<file path="config.mk">
export PLATFORM = sky130hd
export DESIGN_NAME = interval_timer
export DESIGN_NICKNAME = d
export VERILOG_FILES = /design/src/rtl/tmr_pkg.sv /design/src/rtl/tmr_decode.sv /design/src/rtl/tmr_counter.sv /design/src/rtl/tmr_regs.sv /design/src/rtl/interval_timer.sv
export SDC_FILE = /design/constraint.sdc
export NUM_CORES = 1
export LEC_CHECK = 0
export BUFFER_PORTS_ARGS = -buffer_cell sky130_fd_sc_hd__buf_2
export CAP_MARGIN = 0
export CORE_ASPECT_RATIO = 1.25
export CORE_UTILIZATION = 40
export CTS_BUF_LIST = sky130_fd_sc_hd__clkbuf_8
export DETAILED_ROUTE_END_ITERATION = 10
export GPL_TIMING_DRIVEN = 0
export PLACE_DENSITY = 0.62
export SLEW_MARGIN = 20
export SYNTH_ARGS = -nofsm -noshare
export SYNTH_HDL_FRONTEND = slang
export SYNTH_SLANG_ARGS = --single-unit
</file>
<file path="constraint.sdc">
create_clock -name clk -period 7.3 [get_ports clk]
set_input_delay 0.365 -clock clk [delete_from_list [all_inputs] [get_ports clk]]
set_output_delay 0.365 -clock clk [all_outputs]
set_load 0.02 [all_outputs]
</file>
<file path="src/rtl/tmr_pkg.sv">
// Package: shared register offsets, bit positions and write-strobe indices
// for the interval timer. Assumes a register bank of six words.
package tmr_pkg;
    localparam int NUM_REGS = 6;

    // Word offsets; the snapshot pair order matters to the read mux.
    localparam int OFF_STAT = 0;
    localparam int OFF_CTRL = 1;
    localparam int OFF_PLO  = 2;
    localparam int OFF_PHI  = 3;
    localparam int OFF_SLO  = 4;
    localparam int OFF_SHI  = 5;

    // Control bits.
    localparam int CB_IEN  = 0;
    localparam int CB_CONT = 1;
    localparam int CB_GO   = 2;
    localparam int CB_HALT = 3;

    // Status bits.
    localparam int SB_TO  = 0;
    localparam int SB_RUN = 1;
endpackage

</file>
<file path="src/rtl/tmr_decode.sv">
// Module: address decoder. Turns a word offset and a write strobe into one
// write-select line per register. Assumes the offset is already shifted.
module tmr_decode #(
    parameter int OFF_W = 3,
    parameter int NREG  = 6
) (
    input  logic [OFF_W-1:0] off,
    input  logic             we,
    output logic [NREG-1:0]  wsel
);
    // One compare per register.
    for (genvar i = 0; i < NREG; i++) begin : g_sel
        assign wsel[i] = we && (off == OFF_W'(i));
    end
endmodule

</file>
<file path="src/rtl/tmr_counter.sv">
// Module: the down-counter and its reload register. It loads on a period
// write, otherwise decrements while enabled and reloads after zero.
// Assumes the enable comes from the running flag held by the register bank.
module tmr_counter #(
    parameter int CNT_W = 32
) (
    input  logic             clk,
    input  logic             rst_n,
    input  logic             run,
    input  logic             load,
    input  logic [CNT_W-1:0] load_val,
    output logic [CNT_W-1:0] cnt,
    output logic             timeout
);
    localparam logic [CNT_W-1:0] ALL_ONES = '1;

    logic [CNT_W-1:0] cnt_q;
    logic [CNT_W-1:0] reload_q;

    // Expiry: running and about to pass below zero.
    assign timeout = run && (cnt_q == '0);
    assign cnt     = cnt_q;

    // Count, reload and period-load sequencing.
    always_ff @(posedge clk) begin
        if (!rst_n) begin
            cnt_q    <= ALL_ONES;
            reload_q <= ALL_ONES;
        end else if (load) begin
            cnt_q    <= load_val;
            reload_q <= load_val;
        end else if (run) begin
            cnt_q <= timeout ? reload_q : cnt_q - 1'b1;
        end
    end

    AST_DECREMENT: assert property (@(posedge clk) disable iff (!rst_n)
        (run && !load && cnt_q != '0) |=> (cnt_q == $past(cnt_q) - 1'b1));
    AST_HOLD_STOPPED: assert property (@(posedge clk) disable iff (!rst_n)
        (!run && !load) |=> $stable(cnt_q));
    AST_RELOAD: assert property (@(posedge clk) disable iff (!rst_n)
        (timeout && !load) |=> (cnt_q == $past(reload_q)));
endmodule

</file>
<file path="src/rtl/tmr_regs.sv">
// Module: software-visible state: control bits, status flags, period halves
// and snapshot halves, plus the running-flag priority logic. Assumes
// one-hot write selects from the decoder and the expiry pulse from the counter.
module tmr_regs
    import tmr_pkg::*;
#(
    parameter int HALF_W = 16,
    parameter int NREG   = 6
) (
    input  logic                clk,
    input  logic                rst_n,
    input  logic [NREG-1:0]     wsel,
    input  logic [HALF_W-1:0]   wdata,
    input  logic                timeout,
    input  logic [2*HALF_W-1:0] cnt,
    output logic                ien,
    output logic                cont,
    output logic                tflag,
    output logic                running,
    output logic [HALF_W-1:0]   per_lo,
    output logic [HALF_W-1:0]   per_hi,
    output logic [HALF_W-1:0]   snap_lo,
    output logic [HALF_W-1:0]   snap_hi,
    output logic                load,
    output logic [2*HALF_W-1:0] load_val
);
    localparam int CNT_W = 2 * HALF_W;

    logic wr_stat, wr_ctrl, wr_lo, wr_hi, wr_snap;
    logic tflag_nx, run_nx;

    assign wr_stat = wsel[OFF_STAT];
    assign wr_ctrl = wsel[OFF_CTRL];
    assign wr_lo   = wsel[OFF_PLO];
    assign wr_hi   = wsel[OFF_PHI];
    assign wr_snap = wsel[OFF_SLO] | wsel[OFF_SHI];

    // Period load value merges the half being written with the stored one.
    assign load     = wr_lo | wr_hi;
    assign load_val = {wr_hi ? wdata : per_hi, wr_lo ? wdata : per_lo};

    // Timeout flag: a new expiry beats a clearing write.
    always_comb begin
        if (timeout)      tflag_nx = 1'b1;
        else if (wr_stat) tflag_nx = 1'b0;
        else              tflag_nx = tflag;
    end

    // Running flag priority: period write, stop, one-shot expiry, start.
    always_comb begin
        if (load)                          run_nx = 1'b0;
        else if (wr_ctrl && wdata[CB_HALT]) run_nx = 1'b0;
        else if (timeout && !cont)          run_nx = 1'b0;
        else if (wr_ctrl && wdata[CB_GO])   run_nx = 1'b1;
        else                                run_nx = running;
    end

    // Register updates on bus writes and flag updates every cycle.
    always_ff @(posedge clk) begin
        if (!rst_n) begin
            ien     <= 1'b0;
            cont    <= 1'b0;
            tflag   <= 1'b0;
            running <= 1'b0;
            per_lo  <= '0;
            per_hi  <= '0;
            snap_lo <= '0;
            snap_hi <= '0;
        end else begin
            if (wr_ctrl) begin
                ien  <= wdata[CB_IEN];
                cont <= wdata[CB_CONT];
            end
            if (wr_lo) per_lo <= wdata;
            if (wr_hi) per_hi <= wdata;
            if (wr_snap) begin
                snap_lo <= cnt[HALF_W-1:0];
                snap_hi <= cnt[CNT_W-1:HALF_W];
            end
            tflag   <= tflag_nx;
            running <= run_nx;
        end
    end

    AST_TIMEOUT_STICKS: assert property (@(posedge clk) disable iff (!rst_n)
        timeout |=> tflag);
    AST_CLEAR_TAKES: assert property (@(posedge clk) disable iff (!rst_n)
        (wr_stat && !timeout) |=> !tflag);
    AST_PERIOD_HALTS: assert property (@(posedge clk) disable iff (!rst_n)
        load |=> !running);
    AST_HALT_CMD: assert property (@(posedge clk) disable iff (!rst_n)
        (wr_ctrl && wdata[CB_HALT]) |=> !running);
    AST_ONESHOT_END: assert property (@(posedge clk) disable iff (!rst_n)
        (timeout && !cont) |=> !running);
    AST_SNAP_CAPTURE: assert property (@(posedge clk) disable iff (!rst_n)
        wr_snap |=> ({snap_hi, snap_lo} == $past(cnt)));
endmodule

</file>
<file path="src/rtl/interval_timer.sv">
// Module: top of the interval timer. Decodes the byte address, hosts the
// register bank and counter, muxes read data and forms the interrupt.
// Assumes single-cycle bus accesses; byte address bits 1:0 are ignored.
module interval_timer
    import tmr_pkg::*;
#(
    parameter int ADDR_W = 5,
    parameter int HALF_W = 16
) (
    input  logic              clk,
    input  logic              rst_n,
    input  logic [ADDR_W-1:0] bus_addr,
    input  logic              bus_we,
    input  logic [HALF_W-1:0] bus_wdata,
    input  logic              bus_re,
    output logic [HALF_W-1:0] bus_rdata,
    output logic              irq
);
    localparam int OFF_W = ADDR_W - 2;
    localparam int CNT_W = 2 * HALF_W;

    logic [OFF_W-1:0]    off;
    logic                addr_byte_unused;
    logic [NUM_REGS-1:0] wsel;
    logic                ien, cont, tflag, running;
    logic [HALF_W-1:0]   per_lo, per_hi, snap_lo, snap_hi;
    logic                load, timeout;
    logic [CNT_W-1:0]    load_val, cnt;
    logic [HALF_W-1:0]   rd_mux;

    assign off              = bus_addr[ADDR_W-1:2];
    assign addr_byte_unused = ^bus_addr[1:0];

    tmr_decode #(.OFF_W(OFF_W), .NREG(NUM_REGS)) u_dec (
        .off  (off),
        .we   (bus_we),
        .wsel (wsel)
    );

    tmr_regs #(.HALF_W(HALF_W), .NREG(NUM_REGS)) u_regs (
        .clk      (clk),
        .rst_n    (rst_n),
        .wsel     (wsel),
        .wdata    (bus_wdata),
        .timeout  (timeout),
        .cnt      (cnt),
        .ien      (ien),
        .cont     (cont),
        .tflag    (tflag),
        .running  (running),
        .per_lo   (per_lo),
        .per_hi   (per_hi),
        .snap_lo  (snap_lo),
        .snap_hi  (snap_hi),
        .load     (load),
        .load_val (load_val)
    );

    tmr_counter #(.CNT_W(CNT_W)) u_cnt (
        .clk      (clk),
        .rst_n    (rst_n),
        .run      (running),
        .load     (load),
        .load_val (load_val),
        .cnt      (cnt),
        .timeout  (timeout)
    );

    // Read multiplexer over the six registers; unused offsets read zero.
    always_comb begin
        rd_mux = '0;
        case (int'(off))
            OFF_STAT: begin
                rd_mux[SB_TO]  = tflag;
                rd_mux[SB_RUN] = running;
            end
            OFF_CTRL: begin
                rd_mux[CB_IEN]  = ien;
                rd_mux[CB_CONT] = cont;
            end
            OFF_PLO: rd_mux = per_lo;
            OFF_PHI: rd_mux = per_hi;
            OFF_SLO: rd_mux = snap_lo;
            OFF_SHI: rd_mux = snap_hi;
            default: rd_mux = '0;
        endcase
    end

    assign bus_rdata = bus_re ? rd_mux : '0;
    assign irq       = tflag & ien;

    AST_IRQ_NEEDS_FLAG: assert property (@(posedge clk) disable iff (!rst_n)
        (bus_we && int'(off) == OFF_STAT && !timeout) |=> !irq);
    AST_IDLE_READ_ZERO: assert property (@(posedge clk) disable iff (!rst_n)
        !bus_re |-> (bus_rdata == '0));
endmodule

</file>
==> flow_metrics.tcl <==
set metrics [dict create \
    cts_made_buffers 17 \
    grt_remaining_overflow 0 \
    rsz0062_at_grt "false" \
    drt_iter0_drc 691 \
    finalCriticalPeriod_ps 3162 \
    fp.dieW_um 117.9 \
    final_cell_count_no_fill 1109 \
    initial_core_util 0.4111 \
    busiest_layer "met2" \
    slew_viol_final 0 \
    status "complete, no violations" \
    dpl.hpwl_um 17810 \
    cts_tree "yes" \
    ys_warn_count 0 \
    h-tree-depth 4 \
    clock_latency_ps 450 \
    grt_pass1_vias 5930 \
    finalHoldViolCount 0 \
    tns_ps 0 \
    fp.coreArea_um2 16330 \
    hp-class "input port to flop" \
    leakage_nw 2.845 \
    grt_use_total 0.2797 \
    cts_root_buf "clkbuf_8" \
    vias_per_cell 5.761 \
    power_density_nw_per_um2 216.7 \
    multi_input_area_um2 3782 \
    layout.nets 907 \
    grt_max_degree 17 \
    seq_area_um2 2643 \
    max-clock-path-buffers 2 \
    crit_slowest_cell "or4b_1" \
    synth_edf_count 0 \
    fin_area_um2 7615 \
    postCtsSetupRepairBufs 0 \
    crit_path_max_incr_delay_ps 440 \
    grtUsageMet3 0.04658 \
    cts_num_sinks 132 \
    dpl_worst_slack_ps 4209 \
    cts_resized 0 \
    rows 52 \
    synth_ff_type "dfxtp_1" \
    worst_setup_path_start_kind "flop" \
    die_y_um 146.9 \
    fin_crit_sh 0.4331 \
    antenna_found_initial 0 \
    synthArstFlopShare 0 \
    clkTransAtPathRegs_ps 90 \
    drive_gt1_frac 0.1075 \
    grt_pass1_wl_um 36040 \
    drt_wl_total_um 23810 \
    areaGrowthSynthToFinish_pct 13.42 \
    detail-route-antenna-nets 0 \
    crit_path_cell_trace "inv_1 -> ha_1 -> or4b_1 -> clkbuf_1 -> nor4_2 -> nand4_1 -> buf_2 -> buf_2 -> o211ai_1 -> nand4_1" \
    post_dp_cell_area_um2 7174 \
    drc 0 \
    cp.arrival_ps 3460 \
    dp_cells 1078 \
    critPathRequiredTime_ps 7600 \
    cp-end-kind "flop" \
    cts_hold_buf 0 \
    synth.distinct_cells 56 \
    synthesis.area_um2 6714 \
    fin_skew_ps 14.34 \
    gp_congestion 1.045 \
    setup_viol 0 \
    syn-num-nets 850 \
    io_pins 42 \
    worstMarginPinSlew_ps 949.8 \
    drtPass1Iterations 6 \
    port_buffers 38 \
    syn_avg_cell_area_um2 8.148 \
    fmax_mhz 316.3 \
    worst_slack_ps 4138 \
    drv_cap 0 \
    grt_use_met2 0.4359 \
    path_class "flop to flop" \
    die_area_um2 17310 \
    vias 6389 \
    slew_headroom 0.3644 \
    wl_per_cell_um 21.47 \
    use_met1 0.3518 \
    synth_cells 824 \
    synth-seq-cells 132 \
    nFillCells 1631 \
    seq_area_frac_synth 0.3936 \
    worst-path-max-fanout 10 \
    antenna_cells 0 \
    peakVddDrop_mv 0.09455 \
]
==> placed cells by master, fill, tap and decap left out, types with 8 or more instances in the layout <==
cell type,synthesis,layout
nand2_1,186,186
dfxtp_1,132,132
a21boi_0,65,65
clkbuf_1,59,59
mux2i_1,54,54
buf_2,3,41
nor2_1,37,37
o21ai_0,31,31
nand3_1,25,25
a21oi_1,21,21
o22ai_1,19,19
clkbuf_8,0,19
and2_1,18,18
mux2_2,14,14
a31oi_1,12,12
xor2_1,11,11
xnor2_1,10,10
o211ai_1,10,10
nor2b_1,9,9
nor3_1,8,8
==> sequential cells by signal (all words and copies together), names as in the netlist <==
signal,count
u_regs.snap_hi,16
u_cnt.reload_q,32
u_regs.per_lo,16
u_regs.tflag,1
u_regs.snap_lo,16
u_regs.per_hi,16
u_regs.cont,1
u_regs.running,1
u_regs.ien,1
u_cnt.cnt,32
==> path summary, 6_finish.rpt <==
path / start / end / slack (ps) / cells after the start
setup reg to reg: u_cnt.cnt[1] / u_cnt.cnt[12] / 4140 / 10
hold reg to reg: u_cnt.reload_q[4] / u_cnt.reload_q[4] / 450 / 1
setup / recovery: u_cnt.cnt[1] / u_cnt.cnt[12] / 4140 / 10
hold / removal: bus_wdata[8] / u_regs.per_lo[8] / 180 / 3
==> synth_stat cells (all sizes together) (6+ instances only) <==
| library cell | count | area [µm²] |
|---|---|---|
| buf | 8 | 48.79 |
| clkbuf | 59 | 221.5 |
| o211ai | 10 | 75.07 |
| and2 | 19 | 120.1 |
| nand4 | 7 | 43.79 |
| a211oi | 7 | 52.55 |
| nor2 | 37 | 138.9 |
| or4 | 6 | 48.80 |
| o21ai | 32 | 160.2 |
| a21boi | 65 | 488.0 |
| a21oi | 21 | 105.1 |
| nor3 | 9 | 50.05 |
| dfxtp | 132 | 2643 |
| a31oi | 12 | 75.07 |
| mux2i | 54 | 540.5 |
| mux2 | 14 | 157.7 |
| o22ai | 19 | 118.9 |
| nand2b | 6 | 37.54 |
| nor4 | 8 | 71.32 |
| nand2 | 186 | 698.2 |
| xor2 | 11 | 96.34 |
| a21o | 7 | 52.55 |
| nor2b | 9 | 56.30 |
| nand3 | 26 | 135.1 |
| xnor2 | 10 | 87.58 |
==> where the power goes <==
part	switching [mW]	internal, mW	total (mW)
Sequential	0.0292	0.751	0.780
Combinational	0.107	0.0636	0.170
Clock	0.310	0.389	0.699
==> worst max-delay path: cells and delay by family, from the launching register on <==
kind | cells | cell delay (ps)
fa+ha+maj | 1 | 240
buf+inv | 4 | 950
simple gates | 4 | 1230
compound gates | 1 | 210
flops | 1 | 370
==> cells by family after synthesis <==
group	after synthesis	share of synthesized area
simple gates	336	0.2356
compound gates	194	0.1946
flops	132	0.3936
buf+inv	72	0.04305
mux	68	0.1040
xor+xnor	21	0.02739
fa+ha+maj	1	0.001863
==> metal layers <==
layer	wire, µm	vias to the layer above	part of all wire
met5	0	-	0
met4	1605	0	0.067
met3	1588	74	0.067
met2	10570	339	0.44
met1	10050	2972	0.42
li1	-	3004	-
==> metrics by stage <==
step | hold WS, ps | utilization | total power, mW
after CTS | 175.6 | 0.4663 | 1.646
after global placement | 430.7 | 0.4393 | 0.9603
after global routing | 179.7 | 0.4663 | 1.701
after detailed placement | 436.7 | 0.4393 | 0.9617
final | 182.8 | 0.4663 | 1.650
after floorplan | 420.8 | - | 0.8952
==> area by class of cell <==
type	count	area share
tap	216	0.03549
inverter	5	0.002465
clock inverter	12	0.02350
timing repair buffer	38	0.02498
sequential	132	0.3470
multi-input combinational	620	0.4967
buffer	67	0.03549
clock buffer	19	0.03434
No activity file was read; power rests on OpenSTA's default activity.
